--- src/rtl/ipi_regs_pkg.sv ---
package ipi_regs_pkg;
  localparam int ADDR_W     = 8;
  localparam int DATA_W     = 64;
  localparam int STAT_W     = 32;
  localparam int VEC_W      = $clog2(STAT_W);
  localparam int MBOX_BYTES = 32;
  localparam int MBOX_IDX_W = $clog2(MBOX_BYTES);
  localparam int LANES      = DATA_W / 8;

  localparam logic [ADDR_W-1:0] OFS_PEND  = 8'h00;
  localparam logic [ADDR_W-1:0] OFS_ENAB  = 8'h04;
  localparam logic [ADDR_W-1:0] OFS_SETP  = 8'h08;
  localparam logic [ADDR_W-1:0] OFS_CLRP  = 8'h0C;
  localparam logic [ADDR_W-1:0] OFS_MBOX  = 8'h20;
  localparam logic [ADDR_W:0]   MBOX_END  = 9'h040;

  typedef struct packed {
    logic pend;
    logic enab;
    logic setp;
    logic clrp;
    logic mbox;
  } reg_sel_t;
endpackage

--- src/rtl/ipi_access_decode.sv ---
module ipi_access_decode
  import ipi_regs_pkg::*;
(
  input  logic              bus_valid,
  input  logic              bus_write,
  input  logic [ADDR_W-1:0] bus_addr,
  input  logic [1:0]        bus_size,
  output reg_sel_t          sel,
  output logic [3:0]        acc_len,
  output logic              err,
  output logic              misalign
);
  logic [ADDR_W:0] end_ofs;
  logic hit_pend, hit_enab, hit_setp, hit_clrp, hit_mbox;
  logic range_ok, known, reject;

  always_comb begin
    acc_len  = 4'd1 << bus_size;
    end_ofs  = {1'b0, bus_addr} + {5'd0, acc_len};
    hit_pend = (bus_addr == OFS_PEND);
    hit_enab = (bus_addr == OFS_ENAB);
    hit_setp = (bus_addr == OFS_SETP);
    hit_clrp = (bus_addr == OFS_CLRP);
    hit_mbox = (bus_addr >= OFS_MBOX) && ({1'b0, bus_addr} < MBOX_END);
    range_ok = (end_ofs <= MBOX_END);
    known    = hit_pend | hit_enab | hit_setp | hit_clrp | hit_mbox;
    reject   = !known | (hit_pend & bus_write) | (hit_mbox & !range_ok);
    err      = bus_valid & reject;
    misalign = bus_valid & (|(bus_addr[2:0] & (acc_len[2:0] - 3'd1)));
    sel.pend = bus_valid & !reject & hit_pend;
    sel.enab = bus_valid & !reject & hit_enab;
    sel.setp = bus_valid & !reject & hit_setp;
    sel.clrp = bus_valid & !reject & hit_clrp;
    sel.mbox = bus_valid & !reject & hit_mbox;
  end
endmodule

--- src/rtl/ipi_status_core.sv ---
module ipi_status_core
  import ipi_regs_pkg::*;
(
  input  logic              clk,
  input  logic              rst_n,
  input  logic              set_valid,
  input  logic [VEC_W-1:0]  set_vec,
  input  logic              bus_set_en,
  input  logic              bus_clr_en,
  input  logic              bus_enab_we,
  input  logic [STAT_W-1:0] wdata,
  output logic [STAT_W-1:0] pend_q,
  output logic [STAT_W-1:0] enab_q,
  output logic              irq
);
  logic [STAT_W-1:0] set_mask, clr_mask, pend_d;
  logic              pend_ce, irq_d, irq_q;

  always_comb begin
    set_mask = '0;
    if (set_valid)  set_mask = set_mask | (STAT_W'(1) << set_vec);
    if (bus_set_en) set_mask = set_mask | wdata;
    clr_mask = bus_clr_en ? wdata : '0;
    pend_ce  = set_valid | bus_set_en | bus_clr_en;
    pend_d   = (pend_q & ~clr_mask) | set_mask;
    irq_d    = |pend_d;
  end

  always_ff @(posedge clk or negedge rst_n) begin
    if (!rst_n) begin
      pend_q <= '0;
      irq_q  <= 1'b0;
    end else if (pend_ce) begin
      pend_q <= pend_d;
      irq_q  <= irq_d;
    end
  end

  always_ff @(posedge clk or negedge rst_n) begin
    if (!rst_n)           enab_q <= '0;
    else if (bus_enab_we) enab_q <= wdata;
  end

  assign irq = irq_q;

  // request line follows the pending word
  a_r7_irq_level: assert property (@(posedge clk) disable iff (!rst_n)
    irq == (pend_q != '0));
  // port set lands in the pending word
  a_r4_port_set: assert property (@(posedge clk) disable iff (!rst_n)
    set_valid |=> pend_q[$past(set_vec)]);
  // cleared bits are gone when nothing sets them
  a_r5_clear: assert property (@(posedge clk) disable iff (!rst_n)
    (bus_clr_en && !set_valid && !bus_set_en) |=> ((pend_q & $past(wdata)) == '0));
  // pending word only moves on set or clear
  a_r3_pend_hold: assert property (@(posedge clk) disable iff (!rst_n)
    !(set_valid || bus_set_en || bus_clr_en) |=> $stable(pend_q));
  // enable word only moves on its own write
  a_r2_enab_hold: assert property (@(posedge clk) disable iff (!rst_n)
    !bus_enab_we |=> $stable(enab_q));
endmodule

--- src/rtl/ipi_mailbox.sv ---
module ipi_mailbox
  import ipi_regs_pkg::*;
(
  input  logic                  clk,
  input  logic                  rst_n,
  input  logic                  acc_en,
  input  logic                  wr,
  input  logic [MBOX_IDX_W-1:0] idx,
  input  logic [3:0]            len,
  input  logic [DATA_W-1:0]     wdata,
  output logic [DATA_W-1:0]     rdata
);
  logic [MBOX_BYTES*8-1:0] mem_q;
  logic                    wr_en;

  assign wr_en = acc_en & wr;

  for (genvar j = 0; j < MBOX_BYTES; j++) begin : g_byte
    logic [MBOX_IDX_W:0] rel;
    logic                hit;
    logic [7:0]          byte_d;
    always_comb begin
      rel    = (MBOX_IDX_W+1)'(j) - {1'b0, idx};
      hit    = wr_en && ((MBOX_IDX_W+1)'(j) >= {1'b0, idx}) && (rel < {2'b0, len});
      byte_d = wdata[rel[2:0]*8 +: 8];
    end
    always_ff @(posedge clk or negedge rst_n) begin
      if (!rst_n)   mem_q[j*8 +: 8] <= '0;
      else if (hit) mem_q[j*8 +: 8] <= byte_d;
    end
  end

  for (genvar k = 0; k < LANES; k++) begin : g_lane
    logic [MBOX_IDX_W:0] pos;
    always_comb begin
      pos = {1'b0, idx} + (MBOX_IDX_W+1)'(k);
      if (acc_en && !wr && (k < int'(len)) && !pos[MBOX_IDX_W])
        rdata[k*8 +: 8] = mem_q[pos[MBOX_IDX_W-1:0]*8 +: 8];
      else
        rdata[k*8 +: 8] = 8'h00;
    end
  end

  // storage untouched unless an accepted write targets it
  a_r9_no_stray_write: assert property (@(posedge clk) disable iff (!rst_n)
    !wr_en |=> $stable(mem_q));
  // bytes above the access length read as zero
  a_r8_zero_ext: assert property (@(posedge clk) disable iff (!rst_n)
    (acc_en && !wr && len == 4'd1) |-> (rdata[DATA_W-1:8] == '0));
endmodule

--- src/rtl/ipi_core_regs.sv ---
module ipi_core_regs
  import ipi_regs_pkg::*;
(
  input  logic              clk,
  input  logic              rst_n,
  input  logic              bus_valid,
  input  logic              bus_write,
  input  logic [ADDR_W-1:0] bus_addr,
  input  logic [1:0]        bus_size,
  input  logic [DATA_W-1:0] bus_wdata,
  output logic [DATA_W-1:0] bus_rdata,
  output logic              bus_err,
  output logic              bus_misalign,
  input  logic              set_valid,
  input  logic [VEC_W-1:0]  set_vec,
  output logic              irq
);
  reg_sel_t          sel;
  logic [3:0]        acc_len;
  logic [STAT_W-1:0] pend_q, enab_q;
  logic [DATA_W-1:0] mb_rdata;

  ipi_access_decode u_dec (
    .bus_valid (bus_valid),
    .bus_write (bus_write),
    .bus_addr  (bus_addr),
    .bus_size  (bus_size),
    .sel       (sel),
    .acc_len   (acc_len),
    .err       (bus_err),
    .misalign  (bus_misalign)
  );

  ipi_status_core u_stat (
    .clk         (clk),
    .rst_n       (rst_n),
    .set_valid   (set_valid),
    .set_vec     (set_vec),
    .bus_set_en  (sel.setp & bus_write),
    .bus_clr_en  (sel.clrp & bus_write),
    .bus_enab_we (sel.enab & bus_write),
    .wdata       (bus_wdata[STAT_W-1:0]),
    .pend_q      (pend_q),
    .enab_q      (enab_q),
    .irq         (irq)
  );

  ipi_mailbox u_mbox (
    .clk    (clk),
    .rst_n  (rst_n),
    .acc_en (sel.mbox),
    .wr     (bus_write),
    .idx    (bus_addr[MBOX_IDX_W-1:0]),
    .len    (acc_len),
    .wdata  (bus_wdata),
    .rdata  (mb_rdata)
  );

  always_comb begin
    bus_rdata = '0;
    if (!bus_write) begin
      if (sel.pend)      bus_rdata = {{(DATA_W-STAT_W){1'b0}}, pend_q};
      else if (sel.enab) bus_rdata = {{(DATA_W-STAT_W){1'b0}}, enab_q};
      else if (sel.mbox) bus_rdata = mb_rdata;
    end
  end

  // rejected reads carry no data
  a_r10_err_zero: assert property (@(posedge clk) disable iff (!rst_n)
    (bus_err && !bus_write) |-> (bus_rdata == '0));
  // idle bus shows nothing
  a_r12_idle_quiet: assert property (@(posedge clk) disable iff (!rst_n)
    !bus_valid |-> (!bus_err && !bus_misalign && bus_rdata == '0));
  // set and clear ports read as zero without error
  a_r6_wo_read: assert property (@(posedge clk) disable iff (!rst_n)
    (bus_valid && !bus_write && (bus_addr == OFS_SETP || bus_addr == OFS_CLRP))
      |-> (bus_rdata == '0 && !bus_err));
endmodule

--- config.mk ---
export PLATFORM = sky130hd
export DESIGN_NAME = ipi_core_regs
export DESIGN_NICKNAME = d
export VERILOG_FILES = /design/src/rtl/ipi_regs_pkg.sv /design/src/rtl/ipi_access_decode.sv /design/src/rtl/ipi_status_core.sv /design/src/rtl/ipi_mailbox.sv /design/src/rtl/ipi_core_regs.sv
export SDC_FILE = /design/constraint.sdc
export NUM_CORES = 1
export LEC_CHECK = 0
export BUFFER_PORTS_ARGS = -buffer_cell sky130_fd_sc_hd__buf_2
export CAP_MARGIN = 10
export CORE_AREA = 2 2 223 225
export CTS_CLUSTER_DIAMETER = 40
export CTS_CLUSTER_SIZE = 16
export DETAILED_ROUTE_END_ITERATION = 6
export DIE_AREA = 0 0 225 227
export GPL_ROUTABILITY_DRIVEN = 1
export PLACE_DENSITY = 0.8
export SLEW_MARGIN = 40
export SYNTH_ARGS = -nofsm -noshare
export SYNTH_HDL_FRONTEND = slang
export SYNTH_SLANG_ARGS = --single-unit
--- constraint.sdc ---
create_clock -name clk -period 7.15 [get_ports clk]
set_input_delay 1.43 -clock clk [delete_from_list [all_inputs] [get_ports clk]]
set_output_delay 1.43 -clock clk [all_outputs]
set_load 0.05 [all_outputs]
# [Yosys cells after proc, flatten, opt, wreduce, memory -nomap -nowiden]
# Index checks and enable logic that the tools add are counted.
[totals] out_inout_bits=67 word_cells=331 in_bits=84 reg_bits=321
[op_classes] addsub=41 n_eq_ne=3 bitwise=27 shifts=42 n_lt_le_gt_ge=74 muxes=15 n_reduce_logical=94
[op_table] cell="$shiftx 256x9->8" n=8
[op_table] cell="$shiftx 64x7->8" n=32
[op_table] cell="$mux 64" n=4
[op_table] cell="$lt 6x4->1" n=32
[op_table] cell="$mux 32" n=3
[op_table] cell="$sub 5x5->6 const A" n=16
[op_table] cell="$logic_and 1x1->1" n=80
[op_table] cell="$ge 5x5->1 const A" n=15
[op_table] cell="$mux 8" n=8
[op_table] cell="$or 32x32->32" n=2
[op_table] cell="$sub 4x5->6 const A" n=8
[op_table] cell="$ge 4x5->1 const A" n=8
[op_table] cell="$and 32x32->32" n=1
[op_table] cell="$not 32->32" n=1
[op_table] cell="$reduce_or 32->1" n=1
[op_table] cell="$shl 1x5->32 const A" n=1
[op_table] cell="$add 5x3->6 const B" n=4
[op_table] cell="$sub 3x5->6 const A" n=4
[op_table] cell="$ge 3x5->1 const A" n=4
[op_table] cell="$eq 8x4->1 const B" n=2
[op_table] cell="$lt 3x4->1 const A" n=4
[op_table] cell="$and 1x1->1" n=14
[op_table] cell="$add 5x2->6 const B" n=2
[op_table] cell="$sub 1x5->6 const A" n=2
[op_table] cell="18 further kinds" n=40

# [Longest topological paths before layout]
[depth] word_depth=19 ltp_mapped=16 ltp_nobuf=11

# [Modules after synthesis]
# From an unflattened synthesis, not the netlist that was laid out.
[hier_totals] cells_unflattened=2592 area_unflattened_um2=28581.2
[modules_own_cells] mod="ipi_mailbox" seq_area_each_um2=6406.1 n_inst=1 area_each_um2=23968.0 cells_per_inst=2105
[modules_own_cells] mod="ipi_status_core" seq_area_each_um2=1626.6 n_inst=1 area_each_um2=3094.2 cells_per_inst=252
[modules_own_cells] mod="ipi_core_regs" seq_area_each_um2=0.0 n_inst=1 area_each_um2=1174.9 cells_per_inst=189
[modules_own_cells] mod="ipi_access_decode" seq_area_each_um2=0.0 n_inst=1 area_each_um2=344.1 cells_per_inst=46

# [Worst setup path before layout]
# OpenSTA, ideal clock, no wires.
[synth_path] path_type="input to output" from="input bus_addr[1]" to="output bus_rdata[10]" arrival_ns=5.992 stages=13 setup_slack_ns=-0.272 required_ns=5.720 path_buffers=4 path_cell_list="buf_2 > buf_1 > clkinv_1 > clkbuf_1 > ha_1 > nand2_1 > a21boi_0 > or4b_4 > a211oi_4 > o211ai_1 > clkbuf_1 > o32a_1 > nor3_1"
[synth_via] elab_chain_cells=19 word_cells_on_any_way=35 cone_classes="2 x add/sub; 3 x order compare; 3 x eq/ne; 1 x shift; 5 x mux; 12 x bitwise; 9 x reduce/logical"
[synth_rtl] element="start: declaration" line_no="ipi_core_regs.sv:8" rtl="input logic [ADDR_W-1:0] bus_addr,"
[synth_rtl] element="parallel branches: the longest is 17 deep, another holds $add 8x4->9"
[synth_rtl] element="$mux 64 (*)" line_no="ipi_core_regs.sv:62" rtl="if (sel.pend) bus_rdata = {{(DATA_W-STAT_W){1'b0}}, pend_q};"
[synth_rtl] element="$mux 64 (*)" line_no="ipi_core_regs.sv:61" rtl="if (!bus_write) begin"
[synth_rtl] element="end: declaration" line_no="ipi_core_regs.sv:11" rtl="output logic [DATA_W-1:0] bus_rdata,"
# Every way passes the cells marked *.

# [Final worst setup path]
[layout_path] from="input bus_size[0]" to="output bus_rdata[33]"
[layout_via] elab_chain_cells=17 word_cells_on_any_way=20 cone_classes="1 x add/sub; 2 x order compare; 1 x shift; 5 x mux; 6 x bitwise; 5 x reduce/logical"
[layout_rtl] element="start: declaration" line_no="ipi_core_regs.sv:9" rtl="input logic [1:0] bus_size,"
[layout_rtl] element="$shl 1x2->4 (*)" line_no="ipi_access_decode.sv:18" rtl="acc_len = 4'd1 << bus_size;"
[layout_rtl] element="$add 8x4->9" line_no="ipi_access_decode.sv:19" rtl="end_ofs = {1'b0, bus_addr} + {5'd0, acc_len};"
[layout_rtl] element="$le 9x7->1" line_no="ipi_access_decode.sv:25" rtl="range_ok = (end_ofs <= MBOX_END);"
[layout_rtl] element="$logic_not 1->1" line_no="ipi_access_decode.sv:27" rtl="reject = !known | (hit_pend & bus_write) | (hit_mbox & !range_ok);"
[layout_rtl] element="$and 1x1->1" line_no="ipi_access_decode.sv:27"
[layout_rtl] element="$or 1x1->1" line_no="ipi_access_decode.sv:27"
[layout_rtl] element="$logic_not 1->1" line_no="ipi_access_decode.sv:30, ipi_access_decode.sv:31, ipi_access_decode.sv:34"
[layout_rtl] element="$and 1x1->1" line_no="ipi_access_decode.sv:30, ipi_access_decode.sv:31, ipi_access_decode.sv:34"
[layout_rtl] element="$and 1x1->1" line_no="ipi_access_decode.sv:34" rtl="sel.mbox = bus_valid & !reject & hit_mbox;"
[layout_rtl] element="$logic_and 1x1->1 (3 in a row)" line_no="ipi_mailbox.sv:37" rtl="if (acc_en && !wr && (k < int'(len)) && !pos[MBOX_IDX_W])"
[layout_rtl] element="$mux 8" line_no="ipi_mailbox.sv:37"
[layout_rtl] element="$mux 64" line_no="ipi_core_regs.sv:64" rtl="else if (sel.mbox) bus_rdata = mb_rdata;"
[layout_rtl] element="$mux 64" line_no="ipi_core_regs.sv:63" rtl="else if (sel.enab) bus_rdata = {{(DATA_W-STAT_W){1'b0}}, enab_q};"
[layout_rtl] element="$mux 64 (*)" line_no="ipi_core_regs.sv:62"
[layout_rtl] element="$mux 64 (*)" line_no="ipi_core_regs.sv:61"
# Mark *: on every way between the ends. The rest lies on a longest branch, timed or not.

==> results.py <==
metrics = {
    "route": {
        "wirelength_microns": 113000,
        "dr_total_vias": 23900,
        "drc": 0,
        "ant_nets": 0,
        "wl_per_cell_microns": 37.7,
        "viasPerCell": 7.96,
        "drtIter0Drc": 4164,
        "dr.pass1.iters": 6,
    },
    "synthesis": {
        "avgSynthCellArea_sq_um": 12.6,
        "synth_warnings": 0,
        "synth_cell_types": 64,
        "synth_nets": 2327,
        "syn_area_sq_um": 27500,
        "syn_inst": 2183,
        "synth_edf_count": 0,
        "synth-async-reset-ratio_pct": 100,
        "ys.flop_type": "dfrtp_1",
        "ys_ff_latch": 321,
        "yosysSeqAreaShare_pct": 29.2,
    },
    "timing": {
        "post-route-period-util_pct": 92.1,
        "period_needed_ns": 6.58,
        "finalSetupViolCount": 0,
        "tightestPinTransition_ns": 0.948,
        "hold_viol": 0,
        "relSlewSlack_pct": 35.0,
        "slew_viol_final": 0,
        "fin_setup_tns_ns": 0,
        "fin_hold_ws_ns": 0.511,
        "fmax_ghz": 0.152,
        "clock_skew_ns": 0.0114,
        "rsz0062_at_grt": "false",
    },
    "layout": {
        "final_core_util_pct": 65.3,
        "syn2layout_area_growth_pct": 15.3,
        "layout_common_cells": "mux4_2 (416), dfrtp_1 (321), mux2_2 (288)",
        "instances_no_fill": 3001,
        "final_common_cell": "mux4_2",
        "design_area_sq_um": 31700,
        "final_nets": 2465,
        "drive_gt1_share_pct": 48.2,
    },
    "clock_tree": {
        "post_cts.repair.setup_buffers": 0,
        "clock_latency_ns": 0.65,
        "clock_path_buffers": 3,
        "cts_sinks": 321,
        "cts_tree": "done",
        "cts_hold_buf": 0,
        "root_buffer": "clkbuf_16",
        "clkTransAtPathRegs_ns": 0.06,
        "cts_resized": 0,
        "numCtsBuffers": 60,
        "htreeDepth": 2,
    },
    "power": {
        "p_int_w": 0.00460,
        "power.share.clock_pct": 40.9,
        "irDropWorstVdd_uv": 219,
        "p_leak_nw": 13.5,
        "p_comb_share_pct": 27.3,
        "powerDensity_nw_per_um2": 221,
        "power_switching_w": 0.00241,
        "swShare_pct": 34.4,
        "power_frac_seq_pct": 31.8,
    },
    "floorplan": {
        "die_width_microns": 225,
        "core-area_sq_um": 48500,
        "die_area_sq_um": 51100,
        "die_height_microns": 227,
        "fp-row-count": 81,
        "ios": 151,
        "start_util_pct": 56.6,
    },
    "critical_path": {
        "worstPathMaxFanout": 8,
        "reg2reg_slack_ns": 5.28,
        "endpoint": "bus_rdata[33]",
        "r2r_start": "u_stat.pend_q[25]",
        "endpoint_kind": "primary output",
        "worstSetupStartpoint": "bus_size[0]",
        "crit_required_ns": 5.72,
        "crit_arrival_ns": 5.15,
        "critPathLaunchType": "input pin",
        "setup.worst_path.class": "in2out",
        "r2r_cells": 4,
        "r2r_end": "u_stat.irq",
    },
    "placement": {
        "routabilityCongestion": 1.00,
        "dpl-instance-area_sq_um": 29600,
        "dp_cells": 2879,
        "io_buffers": 150,
        "hpwl_microns": 80100,
    },
    "grt": {
        "grt_usage_pct": 45.2,
        "first_global_vias": 22500,
        "grt_pass1_wl_microns": 162000,
        "antenna_found_initial": 7,
        "grt_overflow_total": 0,
        "grt_max_degree": 121,
    },
    "min_path": {
        "hold_path_startpoint": "u_stat.enab_q[0]",
        "hold_class": "reg2reg",
    },
    "outcome": {
        "status": "finished clean",
    },
    "job": {
        "drv_cap": 0,
    },
}
## state kept, by name, summed over array words and instances (netlist names)
signal         count
u_stat.enab_q     32
u_mbox.mem_q     256
u_stat.pend_q     32
u_stat.irq         1
## per-layer routing
| layer | track usage, % | vias to the layer above | wire length [microns] |
|---|---|---|---|
| li1 | - | 9031 | - |
| met1 | 57.0 | 12000 | 37700 |
| met2 | 62.0 | 2371 | 47100 |
| met3 | 21.0 | 503 | 19100 |
| met4 | 31.0 | 6 | 9330 |
| met5 | 0 | - | 35 |
## synthesized netlist by cell type, drive strengths merged, types with 2 or more instances
cell type,count,area (sq um)
or3b,5,43.8
a21oi,94,470
nand2,246,923
nand4,13,81.3
inv,28,105
mux2i,96,961
a2111oi,3,45.1
or4,3,22.5
nor3,33,170
ha,59,738
o211a,8,80.1
a211oi,2,27.5
a31oi,6,37.5
o21a,2,15.0
o2111ai,4,35.0
xnor2,16,140
clkinv,6,22.5
o22ai,11,68.8
and2,12,75.1
buf,84,384
nor4,15,169
a21o,10,75.1
dfrtp,321,8030
mux4,416,9370
xor2,2,17.5
o32a,25,250
nand3b,6,45.0
nand2b,6,37.5
o31ai,2,15.0
and3,5,31.3
clkbuf,88,330
nand4b,2,17.5
o21ai,49,249
a21boi,2,15.0
nor2b,4,25.0
nor2,137,514
nand3,19,95.1
a221o,33,330
or2,2,12.5
mux2,288,3240
o211ai,2,15.0
a22oi,3,22.5
or3,4,25.0
## power groups by stage
stage	Clock (W)	Combinational (W)	Sequential, W
CTS	0.00286	0.00184	0.00220
finish	0.00286	0.00191	0.00222
detailed placement	0	0.00183	0.00223
global placement	0	0.00178	0.00221
global route	0.00295	0.00197	0.00224
floorplan	0	0.00122	0.00215
## metrics by stage
step / power (W) / setup WS (ns)
after global routing: 0.00715 / 0.416
after global placement: 0.00399 / 0.585
after floorplan: 0.00337 / 0.316
after detailed placement: 0.00406 / 0.716
final: 0.00700 / 0.565
after CTS: 0.00691 / 0.710
## how the worst min path moves through the flow
| stage | to | depth (start not counted) |
|---|---|---|
| finish | u_stat.enab_q[0] | 1 |
| global route | u_stat.enab_q[9] | 1 |
| CTS | u_stat.enab_q[19] | 1 |
| detailed placement | u_stat.enab_q[26] | 1 |
| global placement | u_stat.enab_q[27] | 1 |
| floorplan | u_stat.pend_q[30] | 2 |
## logic make-up (layout without fill, tap and decap cells)
group	after synthesis	after routing	share of synthesized area (%)
compound gates	261	261	6.53
xor+xnor	18	18	0.573
fa+ha+maj	61	61	2.79
buf+inv	206	395	3.06
flops	321	321	29.2
mux	800	800	49.4
other cells	0	7	0
simple gates	516	516	8.46
## critical path, cell delays in order
cell and delay (ns):
buf_2 0.13, nor2b_1 0.38, inv_1 0.19, ha_1 0.33, nand2_1 0.07, a21boi_0 0.12, or4b_4 0.51, a211oi_4 0.41
or2_2 0.26, nand4_1 0.64, nor2_1 0.36, buf_2 0.31
## area by class of cell
class,instances,area (sq um)
Antenna cell,7,17.5
Inverter,34,129
Tap cell,622,778
Clock buffer,68,1590
Sequential cell,321,8030
Clock inverter,45,439
Multi-Input combinational cell,1656,19000
Timing Repair Buffer,248,1760
Fill cell,3567,16800
Power figures use the tool's default switching activity.
